===== src/rtl/exc_pkg.sv =====
package exc_pkg;

   localparam int EXC_CODE_W = 4;

   localparam logic [3:0] EXC_RESET    = 4'h1;
   localparam logic [3:0] EXC_BUSERR   = 4'h2;
   localparam logic [3:0] EXC_DPAGE    = 4'h3;
   localparam logic [3:0] EXC_IPAGE    = 4'h4;
   localparam logic [3:0] EXC_TICK     = 4'h5;
   localparam logic [3:0] EXC_ALIGN    = 4'h6;
   localparam logic [3:0] EXC_ILLEGAL  = 4'h7;
   localparam logic [3:0] EXC_DEVICE   = 4'h8;
   localparam logic [3:0] EXC_DTLB     = 4'h9;
   localparam logic [3:0] EXC_ITLB     = 4'hA;
   localparam logic [3:0] EXC_RANGE    = 4'hB;
   localparam logic [3:0] EXC_SYSCALL  = 4'hC;
   localparam logic [3:0] EXC_FPU      = 4'hD;
   localparam logic [3:0] EXC_TRAP     = 4'hE;
   localparam logic [3:0] EXC_LAST     = EXC_TRAP;

   // status word bit positions decoded by the core
   localparam int ST_SUPER    = 0;
   localparam int ST_TICK_EN  = 1;
   localparam int ST_IRQ_EN   = 2;
   localparam int ST_DMMU_EN  = 5;
   localparam int ST_IMMU_EN  = 6;
   localparam int ST_DSLOT_EX = 13;
   localparam int ST_HIGH_VEC = 14;

   // power-management word bit positions
   localparam int PM_DOZE     = 4;
   localparam int PM_SLEEP    = 5;

   typedef enum logic [1:0] {
      SRC_NONE,
      SRC_REQ,
      SRC_TICK,
      SRC_DEV
   } exc_src_e;

endpackage


===== src/rtl/exc_src_arb.sv =====
module exc_src_arb
   import exc_pkg::*;
#(
   parameter int CODE_W = 4
) (
   input  logic              clk_i,
   input  logic              rst_ni,
   input  logic              req_i,
   input  logic [CODE_W-1:0] code_i,
   input  logic              irq_dev_i,
   input  logic              irq_tick_i,
   input  logic              irq_en_i,
   input  logic              tick_en_i,
   output logic              take_o,
   output logic              valid_o,
   output logic [CODE_W-1:0] code_o,
   output exc_src_e          src_o
);

   localparam logic [CODE_W-1:0] CodeTick = CODE_W'(EXC_TICK);
   localparam logic [CODE_W-1:0] CodeDev  = CODE_W'(EXC_DEVICE);
   localparam logic [CODE_W-1:0] CodeLast = CODE_W'(EXC_LAST);

   logic tick_live, dev_live;

   assign tick_live = irq_tick_i && tick_en_i;
   assign dev_live  = irq_dev_i && irq_en_i;

   always_comb begin
      src_o  = SRC_NONE;
      code_o = '0;
      if (req_i) begin
         src_o  = SRC_REQ;
         code_o = code_i;
      end else if (tick_live) begin
         src_o  = SRC_TICK;
         code_o = CodeTick;
      end else if (dev_live) begin
         src_o  = SRC_DEV;
         code_o = CodeDev;
      end
   end

   assign take_o  = (src_o != SRC_NONE);
   assign valid_o = take_o && (code_o != '0) && (code_o <= CodeLast);

   // an enabled tick beats an enabled device line
   p_tick_wins_r10 : assert property (@(posedge clk_i) disable iff (!rst_ni)
      (!req_i && irq_tick_i && tick_en_i) |-> (code_o == CodeTick));

   // an explicit request always carries its own code
   p_req_first_r11 : assert property (@(posedge clk_i) disable iff (!rst_ni)
      req_i |-> (code_o == code_i));

endmodule


===== src/rtl/exc_vec_gen.sv =====
module exc_vec_gen
   import exc_pkg::*;
#(
   parameter int                XLEN        = 32,
   parameter int                CODE_W      = 4,
   parameter int                VEC_SHIFT   = 8,
   parameter logic [XLEN-1:0]   HIGH_PREFIX = 'hF000_0000,
   parameter bit                HAS_BASE    = 1'b1
) (
   input  logic [CODE_W-1:0] code_i,
   input  logic [XLEN-1:0]   pc_i,
   input  logic              dslot_i,
   input  logic              high_vec_i,
   input  logic [XLEN-1:0]   base_i,
   input  logic              base_present_i,
   output logic [XLEN-1:0]   vec_pc_o,
   output logic [XLEN-1:0]   save_pc_o
);

   localparam logic [XLEN-1:0] InstrBytes = XLEN'(4);

   logic [XLEN-1:0] offset;
   logic [XLEN-1:0] base_term;
   logic [XLEN-1:0] high_term;
   logic            step_over;

   assign offset = XLEN'(code_i) << VEC_SHIFT;

   generate
      if (HAS_BASE) begin : g_base
         assign base_term = base_present_i ? base_i : '0;
      end else begin : g_no_base
         assign base_term = '0;
      end
   endgenerate

   assign high_term = high_vec_i ? HIGH_PREFIX : '0;
   assign vec_pc_o  = offset | base_term | high_term;

   assign step_over = (code_i == CODE_W'(EXC_SYSCALL)) || (code_i == CODE_W'(EXC_FPU));

   always_comb begin
      if (dslot_i)        save_pc_o = pc_i - InstrBytes;
      else if (step_over) save_pc_o = pc_i + InstrBytes;
      else                save_pc_o = pc_i;
   end

endmodule


===== src/rtl/exc_stat_upd.sv =====
module exc_stat_upd
   import exc_pkg::*;
#(
   parameter int XLEN = 32
) (
   input  logic [XLEN-1:0] sr_i,
   input  logic [XLEN-1:0] pmr_i,
   input  logic            dslot_i,
   output logic [XLEN-1:0] sr_o,
   output logic [XLEN-1:0] pmr_o
);

   generate
      for (genvar b = 0; b < XLEN; b++) begin : g_sr_bit
         if (b == ST_SUPER) begin : g_set
            assign sr_o[b] = 1'b1;
         end else if (b == ST_TICK_EN || b == ST_IRQ_EN ||
                      b == ST_DMMU_EN || b == ST_IMMU_EN) begin : g_clr
            assign sr_o[b] = 1'b0;
         end else if (b == ST_DSLOT_EX) begin : g_ds
            assign sr_o[b] = dslot_i;
         end else begin : g_keep
            assign sr_o[b] = sr_i[b];
         end
      end

      for (genvar b = 0; b < XLEN; b++) begin : g_pm_bit
         if (b == PM_DOZE || b == PM_SLEEP) begin : g_clr
            assign pmr_o[b] = 1'b0;
         end else begin : g_keep
            assign pmr_o[b] = pmr_i[b];
         end
      end
   endgenerate

endmodule


===== src/rtl/exc_entry_ctrl.sv =====
module exc_entry_ctrl
   import exc_pkg::*;
#(
   parameter int              XLEN        = 32,
   parameter int              CODE_W      = 4,
   parameter int              VEC_SHIFT   = 8,
   parameter logic [XLEN-1:0] HIGH_PREFIX = 'hF000_0000,
   parameter bit              HAS_BASE    = 1'b1
) (
   input  logic              clk_i,
   input  logic              rst_ni,
   input  logic              exc_req_i,
   input  logic [CODE_W-1:0] exc_code_i,
   input  logic              irq_dev_i,
   input  logic              irq_tick_i,
   input  logic [XLEN-1:0]   pc_i,
   input  logic [XLEN-1:0]   sr_i,
   input  logic [XLEN-1:0]   pmr_i,
   input  logic [XLEN-1:0]   evbar_i,
   input  logic              evbar_present_i,
   input  logic              dslot_i,
   output logic              flush_o,
   output logic [XLEN-1:0]   new_pc_o,
   output logic [XLEN-1:0]   epcr_o,
   output logic [XLEN-1:0]   esr_o,
   output logic [XLEN-1:0]   eear_o,
   output logic [XLEN-1:0]   sr_o,
   output logic [XLEN-1:0]   pmr_o,
   output logic              dslot_clr_o,
   output logic              resv_inval_o,
   output logic              bad_code_o
);

   localparam int MinXlen = VEC_SHIFT + CODE_W;

   generate
      if (XLEN < MinXlen) begin : g_chk_xlen
         $error("XLEN too narrow for shifted exception code");
      end
      if (CODE_W < EXC_CODE_W) begin : g_chk_code
         $error("CODE_W cannot hold every exception code");
      end
      if (XLEN <= ST_HIGH_VEC) begin : g_chk_sr
         $error("XLEN too narrow for status bit layout");
      end
   endgenerate

   logic              take, valid;
   logic [CODE_W-1:0] sel_code;
   exc_src_e          src;
   logic [XLEN-1:0]   vec_pc, save_pc, sr_next, pmr_next;
   logic              is_illegal;

   exc_src_arb #(.CODE_W(CODE_W)) i_arb (
      .clk_i      (clk_i),
      .rst_ni     (rst_ni),
      .req_i      (exc_req_i),
      .code_i     (exc_code_i),
      .irq_dev_i  (irq_dev_i),
      .irq_tick_i (irq_tick_i),
      .irq_en_i   (sr_i[ST_IRQ_EN]),
      .tick_en_i  (sr_i[ST_TICK_EN]),
      .take_o     (take),
      .valid_o    (valid),
      .code_o     (sel_code),
      .src_o      (src)
   );

   exc_vec_gen #(
      .XLEN        (XLEN),
      .CODE_W      (CODE_W),
      .VEC_SHIFT   (VEC_SHIFT),
      .HIGH_PREFIX (HIGH_PREFIX),
      .HAS_BASE    (HAS_BASE)
   ) i_vec (
      .code_i         (sel_code),
      .pc_i           (pc_i),
      .dslot_i        (dslot_i),
      .high_vec_i     (sr_i[ST_HIGH_VEC]),
      .base_i         (evbar_i),
      .base_present_i (evbar_present_i),
      .vec_pc_o       (vec_pc),
      .save_pc_o      (save_pc)
   );

   exc_stat_upd #(.XLEN(XLEN)) i_stat (
      .sr_i    (sr_i),
      .pmr_i   (pmr_i),
      .dslot_i (dslot_i),
      .sr_o    (sr_next),
      .pmr_o   (pmr_next)
   );

   assign is_illegal = (sel_code == CODE_W'(EXC_ILLEGAL));

   always_ff @(posedge clk_i) begin
      if (!rst_ni) begin
         flush_o      <= 1'b0;
         new_pc_o     <= '0;
         epcr_o       <= '0;
         esr_o        <= '0;
         eear_o       <= '0;
         sr_o         <= '0;
         pmr_o        <= '0;
         dslot_clr_o  <= 1'b0;
         resv_inval_o <= 1'b0;
         bad_code_o   <= 1'b0;
      end else begin
         flush_o      <= valid;
         resv_inval_o <= valid;
         dslot_clr_o  <= valid && dslot_i;
         bad_code_o   <= take && !valid;
         if (valid) begin
            new_pc_o <= vec_pc;
            epcr_o   <= save_pc;
            esr_o    <= sr_i;
            sr_o     <= sr_next;
            pmr_o    <= pmr_next;
            if (is_illegal) eear_o <= pc_i;
         end
      end
   end

   // a flushed entry always lands in supervisor mode with both interrupt enables off
   p_super_entry_r7 : assert property (@(posedge clk_i) disable iff (!rst_ni)
      flush_o |-> (sr_o[ST_SUPER] && !sr_o[ST_IRQ_EN] && !sr_o[ST_TICK_EN]));

   // delay-slot status bit mirrors the flag sampled on the entry edge
   p_dsx_track_r5 : assert property (@(posedge clk_i) disable iff (!rst_ni)
      flush_o |-> (sr_o[ST_DSLOT_EX] == $past(dslot_i)));

   // saved status equals the status presented on the entry edge
   p_esr_capture_r6 : assert property (@(posedge clk_i) disable iff (!rst_ni)
      flush_o |-> (esr_o == $past(sr_i)));

   // a bad code disturbs no register and raises no flush
   p_bad_holds_r12 : assert property (@(posedge clk_i) disable iff (!rst_ni)
      bad_code_o |-> (!flush_o && !resv_inval_o && $stable(new_pc_o) &&
                      $stable(sr_o) && $stable(epcr_o)));

   // flush and reservation drop always travel together
   p_pulse_pair_r2 : assert property (@(posedge clk_i) disable iff (!rst_ni)
      flush_o |-> resv_inval_o);

endmodule


===== config.mk =====
export PLATFORM = sky130hd
export DESIGN_NAME = exc_entry_ctrl
export DESIGN_NICKNAME = d
export VERILOG_FILES = /design/src/rtl/exc_pkg.sv /design/src/rtl/exc_src_arb.sv /design/src/rtl/exc_vec_gen.sv /design/src/rtl/exc_stat_upd.sv /design/src/rtl/exc_entry_ctrl.sv
export SDC_FILE = /design/constraint.sdc
export NUM_CORES = 1
export LEC_CHECK = 0
export BUFFER_PORTS_ARGS = -buffer_cell sky130_fd_sc_hd__buf_2
export CELL_PAD_IN_SITES_DETAIL_PLACEMENT = 0
export CELL_PAD_IN_SITES_GLOBAL_PLACEMENT = 1
export CORE_ASPECT_RATIO = 0.6
export CORE_MARGIN = 3
export CORE_UTILIZATION = 35
export DETAILED_ROUTE_END_ITERATION = 8
export PLACE_DENSITY_LB_ADDON = 0.3
export SETUP_SLACK_MARGIN = 0.5
export SYNTH_ARGS = -nofsm -noshare
export SYNTH_HDL_FRONTEND = slang
export SYNTH_SLANG_ARGS = --single-unit

===== constraint.sdc =====
create_clock -name clk_i -period 6.6 [get_ports clk_i]
set_input_delay 1.32 -clock clk_i [delete_from_list [all_inputs] [get_ports clk_i]]
set_output_delay 1.32 -clock clk_i [all_outputs]
set_load 0.01 [all_outputs]

==> impl_metrics.ini, run 1 <==
[synthesis]
yosys.area.top_type = dfxtp_1
synth-compound-area-share_pct = 23.43
synth.most_common_cell = dfxtp_1
synth-simple-area-share_pct = 17.11
synth_area_leaders = dfxtp_1, a22o_1, nand2_1
netlist.area_leader.share_pct = 48.99
synth_common_cells = dfxtp_1, nand2_1, a22o_1
ys_seq_area_share_pct = 48.99
yosys.area_share.adder_pct = 0.3757
synthMuxAreaShare_pct = 0
post_synth.cell_area_avg_sq_um = 9.354
ys.flop_type = dfxtp_1
synthXorXnorAreaFrac_pct = 2.236
ys_ff_latch = 163
synthDistinctLibCells = 58
async_flop_share_pct = 0
syn_inst = 712
yosysWarnings = 0
synth_edf_count = 0
synth_top_family_by_area = compound AO/OA/AOI/OAI gates
syn_area_sq_mm = 0.006660

[floorplan]
chipHeight_um = 112.9
initial_core_util_pct = 36.29
rows = 38
ios = 335
die_x_um = 184.1
die_area_sq_mm = 0.02077
core_sq_mm = 0.01835

[worst_setup_path]
crit_top_cell = buf_4
crit_path_end_kind = register
slowest_stage = buf_4
worst-endpoint-required_ns = 6.97
critPathMaxStageDelay_ns = 0.70
startpoint_type = input port
worstPathArrival_ns = 3.73
worstSetupPathType = input port to register
crit_fanout = 80
cp_num_buf_inv = 4
path_delay_family = buffers and inverters
cp_cell_sequence = buf_2 -> and4_1 -> o21ai_0 -> nand3_1 -> buf_4 -> inv_2 -> buf_4 -> o311a_1 -> a221o_1

[power_and_ir_drop]
internal_power_uw = 1766
pwr-share-clk_pct = 41.5
p_leak_uw = 0.004094
sw_frac_of_total_pct = 25.97
power_switching_uw = 619.6
combPwrFrac_pct = 13.2
ir_worst_vdd_mv = 0.1553
power_per_cell_area_mw_per_mm2 = 272.3
pwr-share-seq_pct = 45.2

[job]
drv_cap = 0

[route]
antenna_left = 0
vias = 6273
wirelength_um = 22900
drc = 0
post_drt_wl_per_cell_um = 18.67
vias_per_cell = 5.112
first_pass_iters = 4
detail_route.iter0.violations = 393

[place]
post-dp-hpwl_um = 16860
port_buffers = 326
gp_congestion = 0.7838
dp.cells = 1195
dp_slack_ns = 2.811

[sta]
relSlewSlack_pct = 17.87
fmaxAchievable_mhz = 298.3
finalCritPeriodShare_pct = 50.80
rsz0062_at_grt = false
hold_slack_ns = 0.4476
fin_tns_setup_ns = 0
worst_clock_skew_ns = 0
tightest_slew_ns = 1.225
hold_violations = 0
slew_violations = 0
fin_crit_ns = 3.352
setup_slack_ns = 3.248
finalSetupViolCount = 0

[clock_network]
clockBufferDepth = 2
cts_tree = built
insertion_delay_ns = 0.42
cts_buffers = 17
cts-resized-gates = 0
cts_root_buf = clkbuf_16
clkSlewWorstSetupHoldPaths_ns = 0.07
ctsHoldBuffers = 0
post_cts_buffers = 0
h-tree-depth = 4
clkSinkCount = 163

[cells_and_area]
nNetsFinal = 1115
syn2layout_area_growth_pct = 31.58
layout.cells.non_filler = 1227
n_antenna_cell = 0
fin_util_pct = 47.75
drive_above_1_share_pct = 37.59

[global_routing]
antenna_found_initial = 1
groute.usage.overall_pct = 21.41
grt_pass1_vias = 5777
grt-ovfl-total = 0
grt_max_degree = 95
grt_pass1_wl_um = 34690

[status]
status = completed

[min_path]
hold_class = register to register
[power by group through the flow]
stage / Clock, uW / Sequential, uW / Combinational, uW
floorplan: 0 / 1130 / 144
global placement: 0 / 1100 / 316
detailed placement: 0 / 1100 / 316
CTS: 1020 / 1080 / 318
global route: 1060 / 1090 / 344
finish: 991 / 1080 / 316
[metal layers]
layer | track usage, % | routed length [um]
met5 | 0 | 20
met4 | 6.945 | 371
met3 | 5.782 | 1820
met2 | 30.11 | 9590
met1 | 31.61 | 11100
[state kept, by name (all words and copies together) (netlist names)]
| signal | cells |
|---|---|
| sr_o | 2 |
| bad_code_o | 1 |
| epcr_o | 32 |
| pmr_o | 30 |
| esr_o | 32 |
| new_pc_o | 32 |
| dslot_clr_o | 1 |
| resv_inval_o | 1 |
| eear_o | 32 |
[placed cells by master, fill, tap and decap left out, types with 4 or more instances in the layout]
master | Yosys | final
buf_2 | 1 | 326
dfxtp_1 | 163 | 163
and3_1 | 5 | 5
o32ai_1 | 4 | 4
a21oi_1 | 8 | 8
nor3_1 | 6 | 5
a21boi_0 | 33 | 32
inv_1 | 7 | 7
buf_4 | 34 | 6
clkbuf_16 | 0 | 17
o21ai_0 | 30 | 30
conb_1 | 1 | 6
or3_1 | 5 | 5
or4_1 | 12 | 12
and2_1 | 4 | 4
nand4_1 | 12 | 12
xnor2_1 | 12 | 12
xor2_1 | 5 | 5
nor4_1 | 12 | 12
or4b_2 | 4 | 4
o22ai_1 | 4 | 4
a22o_1 | 91 | 91
clkbuf_1 | 51 | 5
nand2_1 | 117 | 117
and4_1 | 4 | 4
nor2_1 | 12 | 12
o211ai_1 | 9 | 9
nand3_1 | 18 | 18
[worst paths after layout]
kind / start / to / slack (ns) / cells past startpoint
setup / recovery: exc_code_i[3] / epcr_o[28] / 3.25 / 9
hold / removal: new_pc_o[31] / new_pc_o[31] / 0.45 / 2
setup reg to reg: epcr_o[28] / epcr_o[28] / 5.86 / 1
hold reg to reg: new_pc_o[31] / new_pc_o[31] / 0.45 / 2
[kinds of logic (layout without fill, tap and decap cells)]
group	count (synthesis)	in the layout
buffers and inverters	102	372
other	1	6
xor gates and xnor gates	17	17
and+or+nand+nor	226	226
DFF	163	163
adders and majority gates	2	2
AOI/OAI and AO/OA	201	201
[through the flow]
step	instance area, sq um	power [uW]
floorplan	6679	1271
CTS	8763	2415
finish	8763	2386
global route	8763	2491
global placement	8183	1416
detailed placement	8183	1417
[tightest hold or removal path, delay by kind of cell (launching register included)]
family / cells / cell delay (ns)
and+or+nand+nor: 1 / 0.04
AOI/OAI and AO/OA: 1 / 0.05
DFF: 1 / 0.32
[layout make-up]
type / count / area [sq um]
well taps: 240 / 300.3
inverters: 8 / 30.03
fillers: 1850 / 9589
repair buffers: 332 / 1677
clock buffers: 25 / 485.5
clock inverters: 7 / 95.09
flip-flops and latches: 163 / 3263
multi-input cells: 452 / 2913
Power figures use the tool's default switching activity.
==> inputs of run 2 (changes only) <==
--- a/config.mk
+++ b/config.mk
@@ -5,12 +5,13 @@
 export SDC_FILE = /design/constraint.sdc
 export NUM_CORES = 1
 export LEC_CHECK = 0
+export ABC_AREA = 1
 export BUFFER_PORTS_ARGS = -buffer_cell sky130_fd_sc_hd__buf_2
 export CELL_PAD_IN_SITES_DETAIL_PLACEMENT = 0
 export CELL_PAD_IN_SITES_GLOBAL_PLACEMENT = 1
 export CORE_ASPECT_RATIO = 0.6
 export CORE_MARGIN = 3
-export CORE_UTILIZATION = 35
+export CORE_UTILIZATION = 28
 export DETAILED_ROUTE_END_ITERATION = 8
 export PLACE_DENSITY_LB_ADDON = 0.3
 export SETUP_SLACK_MARGIN = 0.5
==> constraint.sdc (replaced) <==
create_clock -name clk_i -period 2.8 [get_ports clk_i]
set_input_delay 0.56 -clock clk_i [delete_from_list [all_inputs] [get_ports clk_i]]
set_output_delay 0.56 -clock clk_i [all_outputs]
set_load 0.01 [all_outputs]
==> impl_metrics.ini, run 2 <==
[status]
status = completed

[route]
drc = 0
post_drt_wl_per_cell_um = 15.56
detail_route.iter0.violations = 579
antenna_left = 0
vias = 7291
vias_per_cell = 4.476
wirelength_um = 25340
first_pass_iters = 5

[synthesis]
syn_area_sq_mm = 0.007056
ys_ff_latch = 163
yosys.area.top_type = dfxtp_1
synthDistinctLibCells = 32
synth_edf_count = 0
ys_seq_area_share_pct = 46.25
synth.most_common_cell = nand2_1
synth_common_cells = nand2_1, dfxtp_1, nand3_1
yosysWarnings = 0
ys.flop_type = dfxtp_1
synth_area_leaders = dfxtp_1, nand2_1, nand3_1
post_synth.cell_area_avg_sq_um = 6.979
syn_inst = 1011
async_flop_share_pct = 0
netlist.area_leader.share_pct = 46.25

[sta]
rsz0062_at_grt = false
fin_tns_setup_ns = 0
tightest_slew_ns = 0.6385
worst_clock_skew_ns = 0
finalCritPeriodShare_pct = 70.09
slew_violations = 0
setup_slack_ns = 0.8376
hold_slack_ns = 0.3145
relSlewSlack_pct = 57.43
hold_violations = 0
fin_crit_ns = 1.962
fmaxAchievable_mhz = 509.6
finalSetupViolCount = 0

[clock_network]
post_cts_buffers = 0
clockBufferDepth = 2
cts-resized-gates = 0
h-tree-depth = 4
cts_root_buf = clkbuf_16
cts_buffers = 17
cts_tree = built
ctsHoldBuffers = 0
insertion_delay_ns = 0.43
clkSlewWorstSetupHoldPaths_ns = 0.06
clkSinkCount = 163

[floorplan]
die_area_sq_mm = 0.02720
chipHeight_um = 129.0
rows = 44
ios = 335
die_x_um = 210.9
core_sq_mm = 0.02450
initial_core_util_pct = 28.80

[global_routing]
grt_pass1_wl_um = 38140
grt-ovfl-total = 0
antenna_found_initial = 3
grt_max_degree = 89
grt_pass1_vias = 6553
groute.usage.overall_pct = 18.17

[place]
post-dp-hpwl_um = 19180
port_buffers = 326
place_area_sq_mm = 0.008752
gp_congestion = 0.8225
dp_slack_ns = 0.4421

[worst_setup_path]
worst-endpoint-required_ns = 3.12
slowest_stage = o21ai_1
crit_cells = 10
critPathMaxStageDelay_ns = 0.41
cp_num_buf_inv = 2
startpoint_type = input port
crit_fanout = 4
path_delay_family = simple AND/OR/NAND/NOR gates
cp_cell_sequence = buf_2 -> inv_1 -> ha_1 -> nand2_1 -> o21ai_1 -> nand3_1 -> nor2_1 -> nand4_1 -> nand3_1 -> nand2_1
worst-r2r-cell-count = 2
worstPathArrival_ns = 2.29
worstSetupPathType = input port to register
crit_path_end_kind = register

[cells_and_area]
syn2layout_area_growth_pct = 32.13
design_area_sq_mm = 0.009323
final_common_cell = nand2_1
drive_above_1_share_pct = 29.02
nNetsFinal = 1434
final_cell_mix = nand2_1, buf_2, dfxtp_1

[min_path]
hold_class = input port to register
hold_depth = 3

[job]
drv_cap = 0

[power_and_ir_drop]
power_per_cell_area_mw_per_mm2 = 608.9
ir_worst_vdd_mv = 0.3945
p_leak_uw = 0.004987
[run 2: changes by cell type after synthesis, moves of 12 or more]
cell and change:
a22o_1 -91, nor2_1 +50, o21ai_1 +12, xnor2_1 -12, nand3_1 +53, a21oi_1 +34, clkbuf_1 -40, nor4_1 -12
buf_2 +20, a21boi_0 -33, nand2_1 +289, or4_1 -12, o21ai_0 +34, inv_1 +46
[run 2: per-stage QoR]
stage | utilization [%] | instances | power, uW
finish | 38.05 | 1629 | 5676
global placement | 35.73 | 1596 | 3450
detailed placement | 35.73 | 1596 | 3458
floorplan | - | 1016 | 3069
CTS | 38.04 | 1628 | 5758
global route | 38.04 | 1628 | 5968
[run 2: power by group]
part	switching [uW]	internal (uW)	total, uW
Sequential	82.2	2480	2560
Combinational	528	312	840
Clock	962	1310	2280
[run 2: cell families (layout without fill, tap and decap cells)]
logic type | count (synthesis) | in the layout | synth area share, %
other | 1 | 7 | 0.05315
DFF | 163 | 163 | 46.25
AOI/OAI and AO/OA | 132 | 132 | 9.807
xor gates and xnor gates | 4 | 4 | 0.4965
buffers and inverters | 138 | 428 | 10.13
and+or+nand+nor | 571 | 571 | 32.91
adders and majority gates | 2 | 2 | 0.3546
[run 2: per-layer routing]
metal | wire length, um | up-vias | track usage (%)
met5 | 27 | - | 0
met4 | 287 | 4 | 5.035
met3 | 2284 | 19 | 6.871
met2 | 10030 | 265 | 24.57
met1 | 12720 | 3258 | 26.65
li1 | - | 3745 | -
[run 2: tightest hold or removal path: stages]
cell and delay (ns):
buf_2 0.07, nand2_1 0.04, nand2_1 0.05
[run 2: area by class of cell]
class / instances / area, sq um
inverter: 58 / 217.7
fill: 2661 / 15180
clock buffer: 24 / 491.7
tap: 322 / 402.9
sequential: 163 / 3263
multi-input combinational: 715 / 3097
antenna: 1 / 2.502
timing repair buffer: 338 / 1772
clock inverter: 8 / 76.32
[run 2: final timing paths]
check	start	to	slack [ns]
setup reg to reg	eear_o[12]	eear_o[12]	2.14
hold reg to reg	pmr_o[22]	pmr_o[22]	0.44
hold / removal	sr_i[19]	esr_o[19]	0.31
setup / recovery	pc_i[2]	epcr_o[30]	0.84
==> inputs of run 3 (changes only) <==
==> constraint.sdc (replaced) <==
create_clock -name clk_i -period 1.7 [get_ports clk_i]
set_input_delay 0.34 -clock clk_i [delete_from_list [all_inputs] [get_ports clk_i]]
set_output_delay 0.34 -clock clk_i [all_outputs]
set_load 0.01 [all_outputs]
==> impl_metrics.ini, run 3 (same netlist as run 2, synthesis figures left out) <==
[route]
wirelength_um = 30890
vias_per_cell = 4.633
detail_route.iter0.violations = 519
post_drt_wl_per_cell_um = 17.22
vias = 8312
drc = 0
antenna_left = 0
first_pass_iters = 5

[power_and_ir_drop]
ir_worst_vdd_mv = 0.6350
power_uw = 10610
power_per_cell_area_mw_per_mm2 = 799.0
p_leak_uw = 0.006604

[floorplan]
rows = 44
core_sq_mm = 0.02450
initial_core_util_pct = 28.80
chipHeight_um = 129.0
die_x_um = 210.9
ios = 335
die_area_sq_mm = 0.02720

[sta]
relSlewSlack_pct = 58.89
finalCritPeriodShare_pct = 83.68
worst_clock_skew_ns = 0
slew_violations = 0
fin_tns_setup_ns = 0
hold_violations = 0
rsz0062_at_grt = true
fmaxAchievable_mhz = 703.0
tightest_slew_ns = 0.6166
setup_slack_ns = 0.2775
finalSetupViolCount = 0
hold_slack_ns = 0.08383
fin_crit_ns = 1.423

[worst_setup_path]
startpoint_type = input port
worstSetupPathType = input port to register
cp_cell_sequence = buf_8 -> a21oi_4 -> a21oi_2 -> nor2_1 -> nand3_2 -> nand2_2 -> inv_2 -> nor2_4 -> buf_6 -> buf_12 -> buf_16 -> nand2_2 -> nand2_1
crit_top_cell = nand2_2
slowest_stage = a21oi_4
crit_fanout = 5
worstPathArrival_ns = 1.80
worst-endpoint-required_ns = 2.07
crit_path_end_kind = register
worst-r2r-cell-count = 4
critPathMaxStageDelay_ns = 0.18

[clock_network]
insertion_delay_ns = 0.43
cts_buffers = 17
ctsHoldBuffers = 0
h-tree-depth = 4
clockBufferDepth = 2
cts_root_buf = clkbuf_16
cts_tree = built
clkSlewWorstSetupHoldPaths_ns = 0.06
clkSinkCount = 163

[cells_and_area]
syn2layout_area_growth_pct = 88.21
nNetsFinal = 1601
final_cell_mix = nand2_1, buf_6, dfxtp_2
drive_above_1_share_pct = 57.81
final_common_cell = nand2_1
layout.cells.non_filler = 1794
n_antenna_cell = 0

[place]
dp.cells = 1668
dp_slack_ns = -0.1264
post-dp-hpwl_um = 19360
gp_congestion = 0.8258
port_buffers = 326

[min_path]
hold_class = input port to register
hold_depth = 3

[global_routing]
grt_pass1_vias = 7534
grt_pass1_wl_um = 42550
antenna_found_initial = 0
grt-ovfl-total = 0
grt_max_degree = 50
groute.usage.overall_pct = 20.25

[status]
status = completed

[job]
drv_cap = 0
-- run 3: area by class of cell --
type,instances,area [sq um]
fill,2273,11220
timing repair buffer,504,4846
multi-input combinational,715,3695
sequential,163,3506
clock buffer,23,478.0
tap,322,402.9
inverter,58,237.7
clock inverter,8,102.6
timing repair inverter,1,11.26
-- run 3: metal layers --
layer,share of wire (%),global-route usage (%),wire length [um]
met2,42,28.78,12920
met3,8.3,5.921,2550
met1,48,29.33,14920
met5,0,0,0
met4,1.6,6.491,495
-- run 3: metrics by stage --
step,instance area (sq um),utilization (%)
floorplan,7228,-
global placement,9422,38.46
detailed placement,9422,38.46
CTS,12150,49.61
global route,13280,54.20
finish,13280,54.20
-- run 3: final timing paths --
path	slack (ns)	start	to
setup / recovery	0.28	sr_i[1]	epcr_o[30]
hold / removal	0.08	sr_i[22]	esr_o[22]
setup reg to reg	0.92	new_pc_o[6]	new_pc_o[6]
hold reg to reg	0.45	pmr_o[17]	pmr_o[17]
-- run 3: timing repair --
| action | in CTS | in global routing |
|---|---|---|
| buffers inserted | 36 | 36 |
| cloned | 9 | 14 |
| endpoints found under the hold margin | 0 | 0 |
| endpoints found under the setup margin | 317 | 352 |
| gates resized for setup | 437 | 164 |
| pin swaps | 19 | 42 |
-- run 3: where the power goes --
| group | leakage, uW | switching (uW) | internal [uW] |
|---|---|---|---|
| clock | 0.000279 | 1580 | 2270 |
| sequential | 0.00141 | 218 | 4120 |
| combinational | 0.00492 | 1120 | 1300 |
| total | 0.00660 | 2920 | 7690 |
-- run 3: critical path, delay by kind of cell --
family                 cells  cell delay [ns]
buffers and inverters      5             0.59
AO/OA/AOI/OAI              2             0.24
AND/OR/NAND/NOR            6             0.64
